<file path="src/rtl/bhold_pkg.sv">
package bhold_pkg;

    localparam int GRP_ADDR = 0;
    localparam int GRP_DATA = 1;
    localparam int GRP_CTL  = 2;
    localparam int NUM_GRP  = 3;

    typedef enum logic [2:0] {
        ST_IDLE,
        ST_DRAIN,
        ST_FLOAT,
        ST_GRANT,
        ST_RELEASE,
        ST_REDRIVE
    } hold_state_e;

    typedef struct packed {
        hold_state_e          state;
        logic [NUM_GRP-1:0]   grp_oe;
        logic                 ack_n;
        logic                 block;
    } hold_regs_t;

endpackage

</file>
<file path="src/rtl/bhold_sync.sv">
module bhold_sync #(
    parameter int   STAGES  = 2,
    parameter logic RST_VAL = 1'b1
) (
    input  logic clk,
    input  logic rst_n,
    input  logic d,
    output logic q
);
    logic [STAGES-1:0] sh_d, sh_q;

    always_comb begin
        sh_d = {sh_q[STAGES-2:0], d};
    end

    always_ff @(posedge clk or negedge rst_n) begin
        if (!rst_n) sh_q <= {STAGES{RST_VAL}};
        else        sh_q <= sh_d;
    end

    assign q = sh_q[STAGES-1];

endmodule

</file>
<file path="src/rtl/bhold_phase.sv">
module bhold_phase #(
    parameter int DIV = 2
) (
    input  logic clk,
    input  logic rst_n,
    output logic tick
);
    localparam int CW = (DIV > 2) ? $clog2(DIV) : 1;
    localparam logic [CW-1:0] LAST = CW'(DIV - 1);

    logic [CW-1:0] cnt_d, cnt_q;

    assign tick = (cnt_q == LAST);

    always_comb begin
        cnt_d = tick ? '0 : cnt_q + 1'b1;
    end

    always_ff @(posedge clk or negedge rst_n) begin
        if (!rst_n) cnt_q <= '0;
        else        cnt_q <= cnt_d;
    end

    // a bus-clock pulse is never followed directly by another
    a_r2_tick_spacing: assert property (@(posedge clk) disable iff (!rst_n)
        tick |=> !tick);

endmodule

</file>
<file path="src/rtl/bhold_fsm.sv">
module bhold_fsm
    import bhold_pkg::*;
(
    input  logic               clk,
    input  logic               rst_n,
    input  logic               tick,
    input  logic               req_act,
    input  logic               acc_pending,
    output logic [NUM_GRP-1:0] grp_oe,
    output logic               ack_n,
    output logic               block
);
    hold_regs_t r_d, r_q;

    always_comb begin
        r_d = r_q;
        if (tick) begin
            case (r_q.state)
                ST_IDLE:    if (req_act) r_d.state = ST_DRAIN;
                ST_DRAIN: begin
                    if (!req_act)          r_d.state = ST_IDLE;
                    else if (!acc_pending) r_d.state = ST_FLOAT;
                end
                ST_FLOAT:   r_d.state = req_act ? ST_GRANT : ST_REDRIVE;
                ST_GRANT:   if (!req_act) r_d.state = ST_RELEASE;
                ST_RELEASE: r_d.state = ST_REDRIVE;
                ST_REDRIVE: r_d.state = ST_IDLE;
                default:    r_d.state = ST_IDLE;
            endcase
        end
        case (r_d.state)
            ST_IDLE, ST_DRAIN, ST_REDRIVE: r_d.grp_oe = '1;
            default:                       r_d.grp_oe = '0;
        endcase
        r_d.ack_n = (r_d.state != ST_GRANT);
        r_d.block = (r_d.state != ST_IDLE);
    end

    always_ff @(posedge clk or negedge rst_n) begin
        if (!rst_n) begin
            r_q.state  <= ST_IDLE;
            r_q.grp_oe <= '1;
            r_q.ack_n  <= 1'b1;
            r_q.block  <= 1'b0;
        end else begin
            r_q <= r_d;
        end
    end

    assign grp_oe = r_q.grp_oe;
    assign ack_n  = r_q.ack_n;
    assign block  = r_q.block;

    // pins hold their value between bus-clock edges
    a_r3_bus_aligned: assert property (@(posedge clk) disable iff (!rst_n)
        !tick |=> $stable({ack_n, grp_oe}));

    // a grant is only given while the bus floats and accesses are held off
    a_r6_ack_needs_float: assert property (@(posedge clk) disable iff (!rst_n)
        !ack_n |-> (grp_oe == '0) && block);

    // the bus is floated only while new accesses are blocked
    a_r6_float_blocks: assert property (@(posedge clk) disable iff (!rst_n)
        (grp_oe != '1) |-> block);

    // the acknowledge falls only after the bus was already floating
    a_r7_ack_after_float: assert property (@(posedge clk) disable iff (!rst_n)
        $fell(ack_n) |-> $past(grp_oe == '0));

    // the float starts only with no access pending and the request held
    a_r5_float_when_idle: assert property (@(posedge clk) disable iff (!rst_n)
        $fell(grp_oe[GRP_ADDR]) |-> $past(!acc_pending && req_act && block));

    // the bus is driven again only once the acknowledge is released
    a_r8_redrive_after_release: assert property (@(posedge clk) disable iff (!rst_n)
        $rose(grp_oe[GRP_ADDR]) |-> $past(ack_n) && block);

endmodule

</file>
<file path="src/rtl/bhold_ctrl.sv">
module bhold_ctrl
    import bhold_pkg::*;
#(
    parameter int SYNC_STAGES = 2,
    parameter int CLK_DIV     = 2
) (
    input  logic clk,
    input  logic rst_n,
    input  logic hold_req_n,
    input  logic acc_pending,
    output logic acc_block,
    output logic bus_clk_en,
    output logic hold_ack_n,
    output logic addr_oe,
    output logic data_oe,
    output logic ctl_oe
);
    logic               req_n_s;
    logic               tick;
    logic [NUM_GRP-1:0] grp_oe;

    bhold_sync #(.STAGES(SYNC_STAGES), .RST_VAL(1'b1)) u_sync (
        .clk   (clk),
        .rst_n (rst_n),
        .d     (hold_req_n),
        .q     (req_n_s)
    );

    bhold_phase #(.DIV(CLK_DIV)) u_phase (
        .clk   (clk),
        .rst_n (rst_n),
        .tick  (tick)
    );

    bhold_fsm u_fsm (
        .clk         (clk),
        .rst_n       (rst_n),
        .tick        (tick),
        .req_act     (!req_n_s),
        .acc_pending (acc_pending),
        .grp_oe      (grp_oe),
        .ack_n       (hold_ack_n),
        .block       (acc_block)
    );

    assign bus_clk_en = tick;
    assign addr_oe    = grp_oe[GRP_ADDR];
    assign data_oe    = grp_oe[GRP_DATA];
    assign ctl_oe     = grp_oe[GRP_CTL];

endmodule

</file>
<file path="config.mk">
export PLATFORM = sky130hd
export DESIGN_NAME = bhold_ctrl
export DESIGN_NICKNAME = d
export VERILOG_FILES = /design/src/rtl/bhold_pkg.sv /design/src/rtl/bhold_sync.sv /design/src/rtl/bhold_phase.sv /design/src/rtl/bhold_fsm.sv /design/src/rtl/bhold_ctrl.sv
export SDC_FILE = /design/constraint.sdc
export NUM_CORES = 1
export LEC_CHECK = 0
export ABC_AREA = 1
export ABC_CLOCK_PERIOD_IN_PS = 1380
export BUFFER_PORTS_ARGS = -buffer_cell sky130_fd_sc_hd__buf_2
export CAP_MARGIN = 20
export CORE_AREA = 2 2 39 41
export CTS_CLUSTER_SIZE = 20
export DETAILED_ROUTE_END_ITERATION = 12
export DIE_AREA = 0 0 41 43
export GPL_TIMING_DRIVEN = 0
export SLEW_MARGIN = 20
export SYNTH_ARGS = -nofsm -noshare
export SYNTH_HDL_FRONTEND = slang
export SYNTH_SLANG_ARGS = --single-unit
</file>
<file path="constraint.sdc">
create_clock -name clk -period 1.38 [get_ports clk]
set_clock_uncertainty 0.05 [all_clocks]
set_input_delay 0.138 -clock clk [delete_from_list [all_inputs] [get_ports clk]]
set_output_delay 0.138 -clock clk [all_outputs]
set_load 0.005 [all_outputs]
</file>
==> Flow_metrics.wiki <==
{| class="wikitable"
! Metric !! Value
|-
| Compound-cell area share of the yosys netlist || 3.571%
|-
| Buf+Inv Stages, Crit Path || 2
|-
| Global-route wire length before repair || 1255 um
|-
| Simple-Gate Fraction of Synth Area || 29.17%
|-
| Total of warnings raised by yosys || 0
|-
| Iter 0 DRT Violations || 10
|-
| Clock insertion delay at the later pin of the skew report || 0.26 ns
|-
| Count of unique library cells instantiated by Yosys || 12
|-
| Placer congestion estimate || 0.7023
|-
| Clock-pin slew of the registers on the worst-case setup and hold paths || 0.06 ns
|-
| CTS tree || done
|-
| Top-Level Pins || 10
|-
| Worst slew margin relative to its limit || 87.11%
|-
| Number of antenna violations at the first check in global routing || 0
|-
| CP Data Required Time || 1.49 ns
|-
| Register bit count reported by yosys || 9
|-
| Post-Synthesis Cells || 51
|-
| Ratio of cells with drive above 1 in the final layout || 43.94%
|-
| Power per unit of standard cell area || 1891 nW/um^2
|-
| Share of the cycle needed by the critical path after routing || 88.65%
|-
| Die area || 1763 um^2
|-
| Sequence of cells on the critical path || inv_1, nor2_2, nand2_2, nand2_1, inv_1, nand2_2, nand2_2, nor2_2, nand2_1
|-
| Number of core rows || 14
|-
| Maximum clock insertion buffer count || 2
|-
| Largest net degree at the start of global routing || 10
|-
| Total core area || 1384 um^2
|-
| Critical Path Max Stage Delay || 0.54 ns
|-
| Master of the slowest instance on the critical path || dfstp_2
|-
| Sum of internal, switching and leakage power || 1.010 mW
|-
| Post-synthesis cell area || 420.4 um^2
|-
| Portion of total power attributed to sequential cells || 39.0%
|-
| Final slew viol count || 0
|-
| Worst-case hold slack || 0.2006 ns
|-
| Post-synthesis xor/xnor area fraction || 0%
|-
| # diodes || 0
|-
| Total met2 wirelength after detailed routing || 364 um
|-
| Clock sinks || 9
|-
| CP top delay family || flip-flops
|-
| Met1 routed wirelength after detailed routing || 326 um
|-
| Worst Path Max Fanout || 3
|-
| Share of cell area taken by muxes after synthesis || 0%
|-
| Final setup fails || 0
|-
| Layout Area Growth over Synthesis || 27.08%
|-
| Synthesized net count || 55
|-
| Number of vias per cell after detailed routing || 4.195
|-
| WS Path Type || reg2reg
|-
| Switching share of power || 36.56%
|-
| Internal power || 0.6408 mW
|-
| Flop-to-flop setup slack || 0.16 ns
|-
| Type of the most critical hold path || in2async
|-
| Total wirelength of the detailed-routed design || 737 um
|-
| Post-DR wirelength/cell || 8.988 um
|-
| Startpoint of the worst register-to-register path || u_sync.sh_q[1]$_DFF_PN1_
|-
| Total met3 wirelength after detailed routing || 21 um
|-
| Port Buffer Count || 9
|-
| Largest family of logic cells by synthesized area || simple AND/OR/NAND/NOR gates
|-
| Global-route total usage across every layer || 10.78%
|-
| Num CTS Buffers || 3
|-
| Proportion of synthesized chip area in sequential cells || 54.76%
|-
| Data arrival time of the critical path || 1.33 ns
|-
| Initial core utilization || 30.38%
|-
| Die Height || 43 um
|-
| Cell type with the highest occurrence count on the critical path || nand2_2
|-
| Setup repair after global routing missed its margin || false
|-
| Net count of the finished layout || 71
|-
| VDD IR-drop max || 0.0007330 V
|-
| Combinational Power Share || 40.9%
|-
| Number of global-route vias before repair || 330
|-
| Clock tree root driver cell || clkbuf_4
|-
| Post-detailed-route DRC marker count || 0
|-
| Setup_tns || 0 ns
|-
| Fraction of the mapped netlist area in adder cells || 0%
|-
| Net switching power || 0.3693 mW
|-
| Detail Placement HPWL || 565.7 um
|-
| Uppermost signal routing layer after detailed routing || met4
|-
| Number of setup buffers added after CTS || 0
|-
| Width of the die || 41 um
|-
| First-pass detailed-route iteration total || 4
|-
| Minimum clock period || 1.223 ns
|-
| Static Leakage || 0.2866 nW
|-
| Number of levels in the clock H-tree || 1
|-
| Beginning of the critical path || u_sync.sh_q[1]$_DFF_PN1_
|-
| Average size of a mapped cell || 8.243 um^2
|-
| Transition time at the pin with the least slew margin || 0.1934 ns
|-
| Upper clock frequency limit || 0.8175 GHz
|-
| Routed Antenna Nets || 0
|-
| Crit start category || flip-flop
|-
| Critical Path Sink Type || flip-flop
|-
| Run status || finished, final reports clean
|-
| Routed vias || 344
|-
| Sum of overflow across all layers after global routing || 0
|-
| Max Cap Viol || 0
|-
| Final Hold Viols || 0
|-
| Clock network power share || 20.1%
|}
[power by group through the flow]
stage	Clock (mW)	Sequential [mW]	Combinational, mW
2_1_floorplan	0	0.396	0.292
3_3_place_gp	0	0.395	0.402
3_5_place_dp	0	0.396	0.415
4_1_cts	0.209	0.392	0.422
5_1_grt	0.226	0.402	0.474
6_report	0.203	0.394	0.413
[metrics by stage]
step	utilization [%]	cell area [um^2]	setup WS [ns]	instances
final	38.61	534.3	0.1567	82
after global routing	38.61	534.3	0.02910	82
after floorplan	-	420.4	0.2086	51
after global placement	35.08	485.5	0.1331	76
after CTS	38.43	531.8	0.1081	82
after detailed placement	35.08	485.5	0.1244	76
[routing by layer]
layer	GRT usage, %	up-vias
met5	0	-
met4	10.00	0
met3	1.571	4
met2	15.63	9
met1	12.75	151
li1	-	180
[placed cells by master, fill, tap and decap left out]
cell type,n
a21oi_1,2
buf_2,9
buf_4,2
clkbuf_1,1
clkbuf_4,3
dfrtp_1,5
dfstp_2,4
dlygate4sd3_1,2
inv_1,6
inv_2,4
nand2_1,13
nand2_2,5
nand3_1,5
nor2_1,2
nor2_2,2
o21ai_1,1
[worst reg2reg max path, delay by kind of cell (launching register included)]
family	cells	cell delay [ns]
buf+inv	2	0.10
simple gates	7	0.43
flops	1	0.54
[path summary, 6_finish.rpt]
kind / depth (start not counted) / end
worst max-delay path: 9 / u_fsm.block$_DFF_PN0_
worst min-delay path: 2 / u_fsm.block$_DFF_PN0_
worst max register to register: 9 / u_fsm.block$_DFF_PN0_
worst min register to register: 0 / u_sync.sh_q[1]$_DFF_PN1_
max in group asynchronous: 2 / u_sync.sh_q[0]$_DFF_PN1_
min in group clk: 6 / u_fsm.r_q[6]$_DFF_PN0_
[flip-flops by register name, indices dropped and copies added (netlist names)]
| register | flops |
|---|---|
| u_phase.tick | 1 |
| u_fsm.grp_oe | 1 |
| u_fsm.ack_n | 1 |
| u_sync.sh_q | 2 |
| u_fsm.r_q | 3 |
| u_fsm.block | 1 |
[layout make-up]
class                   instances  area, um^2
fillers                       154       849.6
flip-flops and latches          9       230.2
inverters                      10       37.54
plain buffers                   2       15.01
multi-input cells              30       140.1
well taps                      16       20.02
repair buffers                 11       65.06
clock buffers                   4       26.28
[Yosys cell counts, drive strengths merged]
| master | number | area share [%] |
|---|---|---|
| nand2 | 18 | 19 |
| inv | 10 | 8.9 |
| dfrtp | 5 | 30 |
| nand3 | 5 | 6.0 |
| dfstp | 4 | 25 |
| nor2 | 4 | 4.2 |
| a21oi | 2 | 2.4 |
| buf | 2 | 3.6 |
| o21ai | 1 | 1.2 |
[cells by family after synthesis]
family / after synthesis
and+or+nand+nor: 27
AOI/OAI and AO/OA: 3
DFF: 9
buffers and inverters: 12
[repair_timing]
item                       in CTS  in global routing
gates resized for setup         0                  1
hold endpoints to repair       10                  0
hold buffers                    2                  0
setup endpoints to repair       0                  1
No activity file was read; power rests on OpenSTA's default activity.
